===== config.mk =====
export PLATFORM = sky130hd
export DESIGN_NAME = am_err_corruptor
export DESIGN_NICKNAME = d
export VERILOG_FILES = /design/src/rtl/amc_pkg.sv /design/src/rtl/amc_slot_counter.sv /design/src/rtl/amc_lane_xor.sv /design/src/rtl/am_err_corruptor.sv
export SDC_FILE = /design/constraint.sdc
export NUM_CORES = 1
export LEC_CHECK = 0
export BUFFER_PORTS_ARGS = -buffer_cell sky130_fd_sc_hd__buf_2
export CAP_MARGIN = 0
export CORE_UTILIZATION = 24
export DETAILED_ROUTE_END_ITERATION = 8
export GPL_TIMING_DRIVEN = 0
export HOLD_SLACK_MARGIN = 0.15
export PLACE_DENSITY_LB_ADDON = 0.2
export SYNTH_ARGS = -nofsm -noshare
export SYNTH_HDL_FRONTEND = slang
export SYNTH_SLANG_ARGS = --single-unit

===== constraint.sdc =====
create_clock -name clk -period 1.8 [get_ports clk]
set_input_delay 0.09 -clock clk [delete_from_list [all_inputs] [get_ports clk]]
set_output_delay 0.09 -clock clk [all_outputs]
set_load 0.02 [all_outputs]

===== src/rtl/amc_pkg.sv =====
package amc_pkg;

    localparam int unsigned BLK_PAYLOAD_W = 64;
    localparam int unsigned BLK_HDR_W     = 2;
    localparam int unsigned FIELD_W       = 8;
    localparam int unsigned NUM_FIELDS    = BLK_PAYLOAD_W / FIELD_W;

    // field index inside the payload (byte 0 sent first)
    localparam int unsigned FLD_MK0  = 0;
    localparam int unsigned FLD_MK1  = 1;
    localparam int unsigned FLD_MK2  = 2;
    localparam int unsigned FLD_PAR  = 3;
    localparam int unsigned FLD_MK4  = 4;
    localparam int unsigned FLD_MK5  = 5;
    localparam int unsigned FLD_MK6  = 6;
    localparam int unsigned FLD_NPAR = 7;

    typedef enum logic {
        SCOPE_MARKERS = 1'b0,
        SCOPE_ALL     = 1'b1
    } corrupt_scope_e;

endpackage


===== src/rtl/amc_slot_counter.sv =====
module amc_slot_counter #(
    parameter int unsigned PERIOD = 16384,
    localparam int unsigned CW    = $clog2(PERIOD)
) (
    input  logic clk,
    input  logic rst_n,
    input  logic adv,
    input  logic realign,
    output logic is_slot
);

    logic [CW-1:0] cnt_d, cnt_q;

    always_comb begin
        is_slot = realign || (cnt_q == '0);
        cnt_d   = cnt_q;
        if (adv) begin
            if (realign) begin
                cnt_d = CW'(1);
            end else if (cnt_q == CW'(PERIOD - 1)) begin
                cnt_d = '0;
            end else begin
                cnt_d = cnt_q + CW'(1);
            end
        end
    end

    always_ff @(posedge clk) begin
        if (!rst_n) begin
            cnt_q <= '0;
        end else begin
            cnt_q <= cnt_d;
        end
    end

endmodule


===== src/rtl/amc_lane_xor.sv =====
module amc_lane_xor
    import amc_pkg::*;
(
    input  logic                     hit,
    input  logic [BLK_HDR_W-1:0]     hdr_in,
    input  logic [BLK_PAYLOAD_W-1:0] data_in,
    input  logic [BLK_PAYLOAD_W-1:0] byte_mask,
    input  logic [BLK_HDR_W-1:0]     hdr_mask,
    output logic [BLK_HDR_W-1:0]     hdr_out,
    output logic [BLK_PAYLOAD_W-1:0] data_out
);

    for (genvar f = 0; f < NUM_FIELDS; f++) begin : g_field
        logic [FIELD_W-1:0] fmask;
        always_comb begin
            fmask = hit ? byte_mask[f*FIELD_W +: FIELD_W] : '0;
            data_out[f*FIELD_W +: FIELD_W] = data_in[f*FIELD_W +: FIELD_W] ^ fmask;
        end
    end

    always_comb begin
        hdr_out = hit ? (hdr_in ^ hdr_mask) : hdr_in;
    end

endmodule


===== src/rtl/am_err_corruptor.sv =====
module am_err_corruptor
    import amc_pkg::*;
#(
    parameter int unsigned LANES     = 4,
    parameter int unsigned AM_PERIOD = 16384,
    localparam int unsigned DW       = LANES * BLK_PAYLOAD_W,
    localparam int unsigned HW       = LANES * BLK_HDR_W
) (
    input  logic               clk,
    input  logic               rst_n,
    input  logic               in_valid,
    input  logic [HW-1:0]      in_hdr,
    input  logic [DW-1:0]      in_data,
    input  logic               am_sync,
    input  logic               corrupt,
    input  logic               all_blocks,
    input  logic [LANES-1:0]   lane_en,
    input  logic [63:0]        byte_mask,
    input  logic [1:0]         hdr_mask,
    output logic               out_valid,
    output logic [HW-1:0]      out_hdr,
    output logic [DW-1:0]      out_data,
    output logic [LANES-1:0]   out_marker
);

    typedef struct packed {
        logic             valid;
        logic [LANES-1:0] marker;
        logic [HW-1:0]    hdr;
        logic [DW-1:0]    data;
    } stage_t;

    stage_t         stage_d, stage_q;
    corrupt_scope_e scope;
    logic [LANES-1:0] slot_hit;
    logic [LANES-1:0] lane_hit;
    logic [HW-1:0]    hdr_mod;
    logic [DW-1:0]    data_mod;

    assign scope = corrupt_scope_e'(all_blocks);

    for (genvar l = 0; l < LANES; l++) begin : g_lane
        amc_slot_counter #(
            .PERIOD (AM_PERIOD)
        ) u_slot (
            .clk     (clk),
            .rst_n   (rst_n),
            .adv     (in_valid),
            .realign (am_sync),
            .is_slot (slot_hit[l])
        );

        always_comb begin
            lane_hit[l] = in_valid && corrupt && lane_en[l] &&
                          ((scope == SCOPE_ALL) || slot_hit[l]);
        end

        amc_lane_xor u_xor (
            .hit       (lane_hit[l]),
            .hdr_in    (in_hdr[l*BLK_HDR_W +: BLK_HDR_W]),
            .data_in   (in_data[l*BLK_PAYLOAD_W +: BLK_PAYLOAD_W]),
            .byte_mask (byte_mask),
            .hdr_mask  (hdr_mask),
            .hdr_out   (hdr_mod[l*BLK_HDR_W +: BLK_HDR_W]),
            .data_out  (data_mod[l*BLK_PAYLOAD_W +: BLK_PAYLOAD_W])
        );
    end

    always_comb begin
        stage_d        = stage_q;
        stage_d.valid  = in_valid;
        stage_d.marker = in_valid ? slot_hit : '0;
        stage_d.hdr    = hdr_mod;
        stage_d.data   = data_mod;
    end

    always_ff @(posedge clk) begin
        if (!rst_n) begin
            stage_q <= '0;
        end else begin
            stage_q <= stage_d;
        end
    end

    assign out_valid  = stage_q.valid;
    assign out_marker = stage_q.marker;
    assign out_hdr    = stage_q.hdr;
    assign out_data   = stage_q.data;

endmodule


# --- Yosys cells after proc, flatten, opt, wreduce, memory -nomap -nowiden ---
# Index checks and enable logic that the tools add are counted.
op_classes:
  muxes: 44
  bitwise_logic: 36
  eq_ne: 4
  n_addsub: 4
  reduce_logical: 22
op_table:
  columns: ["operator", "count"]
  rows:
  - ["8-bit two-way mux", 32]
  - ["8-bit XOR", 32]
  - ["14-bit two-way mux", 8]
  - ["14-bit by 1-bit adder with 14-bit output (second input constant)", 4]
  - ["14-bit == test (second input constant)", 4]
  - ["14-bit zero test", 4]
  - ["1-bit logical AND", 9]
  - ["1-bit logical OR", 8]
  - ["2-bit two-way mux", 4]
  - ["2-bit XOR", 4]
  - ["2-bit AND reduction", 1]
totals:
  regBits: 325
  out_inout_bits: 269

# --- Longest topological paths before layout ---
# Gate-level depths: netlist of the first run.
logic_depth:
  ltp_word: 6
  ltp_mapped: 8

# --- Cells and area by module ---
# Synthesis of the first run repeated with hierarchy kept, for this count alone.
hier_totals:
  cells_unflattened: 1551
  hier_area_um2: 14342.5
modules_own_cells:
  columns: ["mod", "area_per_inst_um2", "instances", "cells_per_inst", "seq_area_each_um2"]
  rows:
  - ["am_err_corruptor", 7400.8, 1, 571, 5385.2]
  - ["amc_lane_xor", 873.3, 4, 139, 0.0]
  - ["amc_slot_counter", 862.1, 4, 106, 280.3]

# --- Worst setup path before layout of the first run ---
# No wires, ideal clock.
synth_timing:
  path_type: "register to register"
  from: "register g_lane[3].u_slot.cnt_q[0]"
  to: "register g_lane[3].u_slot.cnt_q[10]"
  n_path_buf: 1
  path_stages_with_launch: 7
  setup_ns: 0.071
  setup_slack_ns: 0.099
  arrival_ns: 1.630
  path_cell_list: "dfxtp_1 -> ha_1 -> and4_1 -> clkbuf_1 -> a41oi_1 -> or4b_1 -> a21oi_1"
synth_between:
  elab_chain_len: 3
synth_lines:
  columns: ["element", "line", "source"]
  rows:
  - ["from (decl)", "amc_slot_counter.sv:12", "logic [CW-1:0] cnt_d, cnt_q;"]
  - ["from (signal assigned)", "amc_slot_counter.sv:32", "cnt_q <= cnt_d;"]
  - ["14-bit by 1-bit adder with 14-bit output or 14-bit == test (tied branches)", "amc_slot_counter.sv:23, amc_slot_counter.sv:20", null]
  - ["14-bit two-way mux *", "amc_slot_counter.sv:20", "end else if (cnt_q == CW'(PERIOD - 1)) begin"]
  - ["14-bit two-way mux *", "amc_slot_counter.sv:18", "if (realign) begin"]
# Every way passes the cells marked *; elsewhere a longest branch is shown, timed or not.
# A chain may end at the register's enable or synchronous reset.

# --- Worst setup path in the final report of the first run ---
layout_timing:
  from: "register g_lane[3].u_slot.cnt_q[1]"
  to: "register stage_q (netlist bit out_data[234])"
layout_between:
  elab_chain_len: 6
layout_lines:
  columns: ["element", "line", "source"]
  rows:
  - ["14-bit zero test", "amc_slot_counter.sv:15", "is_slot = realign || (cnt_q == '0);"]
  - ["1-bit logical OR", "amc_slot_counter.sv:15", null]
  - ["1-bit logical OR", "am_err_corruptor.sv:55", "((scope == SCOPE_ALL) || slot_hit[l]);"]
  - ["1-bit logical AND", "am_err_corruptor.sv:54", "lane_hit[l] = in_valid && corrupt && lane_en[l] &&"]
  - ["8-bit two-way mux", "amc_lane_xor.sv:16", "fmask = hit ? byte_mask[f*FIELD_W +: FIELD_W] : '0;"]
  - ["8-bit XOR", "amc_lane_xor.sv:17", "data_out[f*FIELD_W +: FIELD_W] = data_in[f*FIELD_W +: FIELD_W] ^ fmask;"]
  - ["to (signal assigned)", "am_err_corruptor.sv:81", "stage_q <= stage_d;"]
  - ["to (decl)", "am_err_corruptor.sv:33", "stage_t stage_d, stage_q;"]
# No other way between the ends.

==> results of run 1 <==
-- area by class of cell --
type / instances / area share (%)
sequential: 325 / 22.75
inverter: 13 / 0.1788
timing repair buffer: 997 / 24.89
antenna: 2 / 0.01744
tap: 882 / 3.846
multi-input combinational: 1594 / 39.64
clock buffer: 61 / 4.452
buffer: 150 / 3.484
clock inverter: 18 / 0.7413
-- worst max-delay path: cells and delay by family, from the launching register on --
kind	cells	cell delay (ns)
buf+inv	3	0.46
simple gates	2	0.41
flops	1	0.33
mux	1	0.33
compound gates	1	0.14
fa+ha+maj	1	0.12
-- where the power goes --
group          switching, W  internal, W  leakage [nW]
combinational       0.00306      0.00217          8.26
sequential         0.000129      0.00759          2.70
clock               0.00366      0.00553         0.730
total               0.00684       0.0153          11.7
-- cell families after synthesis --
group	Yosys count	share of synthesized area [%]
simple gates	972	27.84
flops	325	39.22
compound gates	317	10.39
mux	264	15.93
buf+inv	174	4.276
xor+xnor	33	1.742
fa+ha+maj	8	0.6034
-- per-layer routing --
metal,up-vias,GRT usage (%),routed length [um]
met5,-,0,34
met4,6,10.19,3512
met3,154,5.072,5294
met2,674,40.16,42050
met1,9045,29.44,37620
li1,9046,-,-
-- per-stage QoR --
stage	utilization, %	hold WS, ns
after floorplan	-	0.2288
after global placement	30.29	0.3430
after detailed placement	30.29	0.3461
after CTS	40.00	0.1555
after global routing	41.91	0.2020
final	41.91	0.1832
-- cells in the mapped netlist (all sizes together), types with 4 or more instances --
| library cell | n |
|---|---|
| nand4 | 24 |
| buf | 45 |
| xnor2 | 17 |
| clkbuf | 116 |
| inv | 12 |
| xor2 | 16 |
| nand3 | 13 |
| a21oi | 279 |
| and3 | 9 |
| nor4b | 4 |
| nor2 | 45 |
| nand3b | 4 |
| dfxtp | 325 |
| nand2 | 555 |
| o21ai | 14 |
| ha | 8 |
| and4 | 7 |
| or3 | 6 |
| nor3 | 21 |
| nor4 | 11 |
| mux2i | 264 |
| nand2b | 264 |
-- worst max-delay path by stage --
stage                                                start                                 endpoint  slack (ns)  depth (start not counted)
floorplan           g_lane[3].u_slot.cnt_q[0]$_SDFFE_PN0P_  g_lane[3].u_slot.cnt_q[10]$_SDFFE_PN0P_         0.1                          6
global placement                                     rst_n                 out_data[118]$_SDFF_PN0_       -1.70                          6
detailed placement                                   rst_n                 out_data[120]$_SDFF_PN0_       -1.80                          6
CTS                 g_lane[0].u_slot.cnt_q[1]$_SDFFE_PN0P_                  out_data[60]$_SDFF_PN0_       -0.12                         10
global route        g_lane[2].u_slot.cnt_q[0]$_SDFFE_PN0P_                 out_data[173]$_SDFF_PN0_       -0.16                          9
finish              g_lane[3].u_slot.cnt_q[1]$_SDFFE_PN0P_                 out_data[234]$_SDFF_PN0_       -0.09                          8
-- flip-flops by register name (all words and copies together) (netlist names) --
register             flops
out_hdr                  8
out_valid                1
out_data               256
out_marker               4
g_lane.u_slot.cnt_q     56
-- repair_timing --
item / in CTS / in global routing
buffers inserted: 34 / 12
endpoints found under the setup margin: 301 / 282
cloned: 6 / 8
hold buffers: 333 / 0
resized for setup: 342 / 232
endpoints found under the hold margin: 281 / 0
pin swaps: 53 / 71
==> summary.md, run 1 <==
| Metric | Value |
|---|---|
| Cells after DPL | 3583 |
| RSZ-0062 raised after global routing | true |
| Global router's overall resource usage | 23.92% |
| Cell row count | 96 |
| Die Wd | 264.9 um |
| Worst Path Required | roughly 2.3 ns |
| Remaining DRCs | 0 |
| Hold Violations, Final | 0 |
| Pwr/cell area | a little under 800 nW/um^2 |
| R2R cell count | 8 |
| Synthesized flop and latch total | 325 |
| Post-synth EDFFs | 0 |
| RR Startpoint | g_lane[3].u_slot.cnt_q[1]$_SDFFE_PN0P_ |
| GR Overflow Total | 0 |
| Startpoint types | register |
| Layout cells sized above 1 | 33.88% |
| Sequential area share after synthesis | 39.22% |
| Hold worst-path end | g_lane[3].u_slot.cnt_q[3]$_SDFFE_PN0P_ |
| Detailed Routing Iterations Pass 1 | 5 |
| Post-route cell area | between 20000 and 30000 um^2 |
| Number of global-route vias before repair | 19020 |
| Worst Path Arrival | 2.36 ns |
| Crit-path slowest cell | dfxtp_2 |
| Final period util | 104.9% |
| # fillers | 6817 |
| Max-cap violations | 0 |
| Total power | about 0.022 W |
| Synth Cell Area | roughly 17000 um^2 |
| Routed via count | around 19000 |
| Multi-input gate area | 11370 um^2 |
| CP max stage delay | between 0.3 and 0.4 ns |
| Dpl ws | -1.802 ns |
| Total CTS buffers | 44 |
| Worst-margin pin slew | 1.184 ns |
| Minimum clock period after layout | about 1.9 ns |
| Most common cell after layout, fill and taps aside | buf_2 |
| LEAKAGE | 11.69 nW |
| Worst-path cell chain | inv_2, ha_4, nor4b_4, nand4_1, buf_6, buf_12, a21oi_4, mux2i_2 |
| Setup Skew | 0.02338 ns |
| Placed cell areas | 20740 um^2 |
| Area leader, netlist | dfxtp_1 |
| Gpl congestion | 0.8830 |
| First-pass GRT wire length | 123900 um |
| DRT iter0 DRCs | between 1000 and 1500 |
| Core Area | 68470 um^2 |
| Clock Latency Late Sink | 0.58 ns |
| Maximum clock rate | 0.5296 GHz |
| Hold Crit Class | in2reg |
| Post-synth ARST share | 0% |
| Root buffer cell | clkbuf_16 |
| Top post-synthesis cells by area | dfxtp_1 (39%), mux2i_1 (16%), nand2_1 (13%) |
| Clock Path Buffers | 3 |
| CTS tree | yes |
| Max-Slew Margin vs Limit | 21.08% |
| Failing checks | setup timing |
| Count of cell types in the netlist | 53 |
| Drt wl/cell | 21.90 um |
| Setup CP Type | reg2reg |
| Reg clk slew, reported paths | 0.06 ns |
| Syn Nets | about 2400 |
| Post-route ant nets | 0 |
| Setup ws final | -0.08809 ns |
| DIE AREA | ~70000 um^2 |
| Nets@finish | 3473 |
| Largest net degree at the start of global routing | 12 |
| Synth Area per Inst | 7.926 um^2 |
| Number of H-tree levels | 2 |
| Post-Route WL | ~89000 um |
| Commonest non-fill, non-tap cells in the layout | buf_2 (626), nand2_1 (555), dlygate4sd3_1 (333) |
| CP endpoint kind | register |
| Initial antenna violation count | 10 |
| Gate Count Post-Synth | 2093 |
| Via density | between 4 and 5 |
| Area Overhead vs Synth | 72.97% |
| Reg area | ~6500 um^2 |
| Top-area cell type share of the netlist area | between 30% and 40% |
| Hold Crit Start | in_valid |
| DP Wirelength | 64210 um |
| Slew Viols, Final | 0 |
| R2R setup slack | -0.09 ns |
| Outcome | finished with violations |
| VDD IR-drop max | 692.1 uV |
| Yosys warns | 0 |
| Setup Viol. Count Final | 23 |
| Crit path max fanout | 6 |
| Worst r2r dst | out_data[234]$_SDFF_PN0_ |
| Post-route insts no fill | 4042 |
| Setup Total Neg Slack | -0.7497 ns |
| I/O Buffers | a little over 600 |
| Die height | 264.9 um |
| Initial Utilization | 24.23% |
| Worst Hold Depth | 5 |
| Top_reg_cell synth | dfxtp_1 |
| I/O pin count | between 600 and 700 |
| Num Clock Sinks | 325 |
Power figures use the tool's default switching activity.
==> run 2: changes to the inputs <==
- ABC_CLOCK_PERIOD_IN_PS: default -> 1800
- BUFFER_PORTS_ARGS: -buffer_cell sky130_fd_sc_hd__buf_2 -> default
- DONT_BUFFER_PORTS: default -> 1
- SLEW_MARGIN: default -> 20
==> run 2 against run 1 <==
  * The flow still finishes with violations (setup timing)
  * Count of clock-buffer cells in the layout rose by 4
  * Worst setup slack got worse by 0.034 ns
  * Cell area fell by 7.5%
  * Die area did not move
  * Worst hold slack got worse by 0.012 ns
  * Critical endpoint is now out_data[144]$_SDFF_PN0_
  * Largest power group unchanged
==> summary.md, run 2 (synthesized netlist as in run 1, its figures left out) <==
| Metric | Value |
|---|---|
| Outcome | finished with violations |
| Failing checks | setup timing |
| Post-Route WL | 86820 um (-1.9%) |
| Gpl congestion | 0.8624 (-2.3%) |
| GR Overflow Total | 0 (unchanged) |
| Hold Crit Start | in_valid |
| Layout cells sized above 1 | 19.43% (-14 points) |
| Largest net degree at the start of global routing | 12 (unchanged) |
| Reg clk slew, reported paths | 0.06 ns (about the same) |
| Setup CP Type | reg2reg |
| Initial Utilization | 24.23% (unchanged) |
| Hold worst-path end | g_lane[2].u_slot.cnt_q[8]$_SDFFE_PN0P_ |
| RSZ-0062 raised after global routing | true |
| Die height | 264.9 um (unchanged) |
| Post-route ant nets | 0 (unchanged) |
| Clock Path Buffers | 3 (unchanged) |
| Hold Violations, Final | 0 (unchanged) |
| Slew Viols, Final | 0 (unchanged) |
| Setup Viol. Count Final | 47 (+100%) |
| Worst Path Arrival | 2.38 ns (+0.02 ns) |
| Detailed Routing Iterations Pass 1 | 5 (unchanged) |
| First-pass GRT wire length | 119900 um (-3.2%) |
| Area Overhead vs Synth | 59.99% |
| Final period util | 106.8% (+1.9 points) |
| LEAKAGE | 9.220 nW (-21%) |
| Drt wl/cell | 25.14 um (+15%) |
| Setup Skew | 0.01588 ns (-0.007499 ns) |
| Most common cell after layout, fill and taps aside | nand2_1 |
| RR Startpoint | g_lane[2].u_slot.cnt_q[0]$_SDFFE_PN0P_ |
| Root buffer cell | clkbuf_16 |
| Maximum clock rate | 0.5203 GHz (-1.8%) |
| CTS tree | yes |
| # fillers | 6843 (+0.38%) |
| Num Clock Sinks | 325 (unchanged) |
| Global router's overall resource usage | 23.23% (-0.69 points) |
| Via density | 4.910 (+4.9%) |
| DIE AREA | 70180 um^2 (unchanged) |
| VDD IR-drop max | 593.9 uV (-14%) |
| Clock Latency Late Sink | 0.58 ns (about the same) |
| Number of H-tree levels | 2 (unchanged) |
| Nets@finish | 2878 (-17%) |
| Setup ws final | -0.1218 ns (-0.03369 ns) |
| Die Wd | 264.9 um (unchanged) |
| Core Area | 68470 um^2 (unchanged) |
| Crit path max fanout | 6 (unchanged) |
| Largest register FFs | 256 (unchanged) |
| Cell row count | 96 (unchanged) |
| DP Wirelength | 61420 um (-4.3%) |
| Number of global-route vias before repair | 17170 (-9.7%) |
| I/O pin count | 609 (unchanged) |
| Startpoint types | register |
| Worst-margin pin slew | 1.453 ns (+0.2694 ns) |
| CP endpoint kind | register |
| Total power | 0.02158 W (-2.5%) |
| Critical Path Source | g_lane[2].u_slot.cnt_q[0]$_SDFFE_PN0P_ |
| Max-Slew Margin vs Limit | 3.124% (-18 points) |
| DRT iter0 DRCs | 933 (-15%) |
| Max-cap violations | 0 (unchanged) |
| Total CTS buffers | 43 (-2.3%) |
| Hold Crit Class | in2reg |
| Remaining DRCs | 0 (unchanged) |
| Minimum clock period after layout | 1.922 ns (+0.03369 ns) |
| Initial antenna violation count | 10 (unchanged) |
| Setup Total Neg Slack | -1.527 ns (-0.7772 ns) |
| Worst r2r dst | out_data[144]$_SDFF_PN0_ |
| R2R cell count | 9 (+1) |
| R2R setup slack | -0.12 ns (-0.03 ns) |
| Worst Path Required | 2.26 ns (about the same) |
| Routed via count | 16960 (-10%) |
| Pwr/cell area | 812.9 nW/um^2 (+5.4%) |
| I/O Buffers | 0 (-100%) |
| Worst Hold Depth | 5 (unchanged) |
| Commonest non-fill, non-tap cells in the layout | nand2_1 (555), dlygate4sd3_1 (339), dfxtp_1 (305) |
run 2: layout make-up:
class | count | area (um^2) | share of cell area [%]
multi-input combinational | 1594 | 12000 | 45.20
tap | 882 | 1104 | 4.158
clock buffer | 65 | 1280 | 4.823
inverter | 13 | 53.80 | 0.2027
clock inverter | 13 | 187.7 | 0.7071
sequential | 325 | 6539 | 24.64
buffer | 156 | 1097 | 4.134
timing repair buffer | 397 | 4263 | 16.06
antenna | 8 | 20.02 | 0.07543
run 2: layer usage:
layer	GRT usage [%]	up-vias	share of wire [%]
li1	-	7889	-
met1	27.97	8212	41
met2	39.93	666	49
met3	5.388	182	6.3
met4	8.764	6	3.7
met5	0	-	0.047
run 2: critical path, stage by stage, from the launching register on:
cell and delay, ns:
dfxtp_4 0.36, inv_4 0.05, ha_4 0.12, nor4b_4 0.19, nand4_1 0.13, buf_6 0.17
buf_12 0.16, clkbuf_16 0.18, a21oi_4 0.13, mux2i_2 0.31
run 2: what timing repair did:
action | in CTS | in global routing
gates resized for setup | 330 | 338
hold buffers | 339 | 0
setup endpoints to repair | 298 | 294
buffers inserted | 23 | 15
endpoints found under the hold margin | 305 | 0
pin swaps | 33 | 173
cloned | 7 | 13
run 2: per-stage QoR:
stage                     utilization [%]  worst slack [ns]  cells  hold WS [ns]  area, um^2
after floorplan                         -           0.09932   2093        0.2288       16590
after global placement              25.84            -1.731   2975        0.2323       17690
after detailed placement            25.90            -1.129   2976        0.2344       17730
after CTS                           35.52          -0.07775   3419        0.1513       24320
after global routing                38.75           -0.1611   3449        0.1740       26530
final                               38.77           -0.1218   3453        0.1715       26540
run 2: worst max path at each step:
stage,endpoint,slack [ns],cells past startpoint
floorplan,g_lane[3].u_slot.cnt_q[10]$_SDFFE_PN0P_,0.1,6
global placement,out_data[118]$_SDFF_PN0_,-1.73,5
detailed placement,out_data[191]$_SDFF_PN0_,-1.13,8
global route,out_data[60]$_SDFF_PN0_,-0.16,9
finish,out_data[144]$_SDFF_PN0_,-0.12,9
CTS,out_data[234]$_SDFF_PN0_,-0.08,8
run 2: power breakdown:
part	total, W	switching, W	internal, W
Combinational	0.00419	0.00240	0.00180
Sequential	0.00834	0.000740	0.00760
Clock	0.00904	0.00357	0.00548
Total	0.0216	0.00670	0.0149
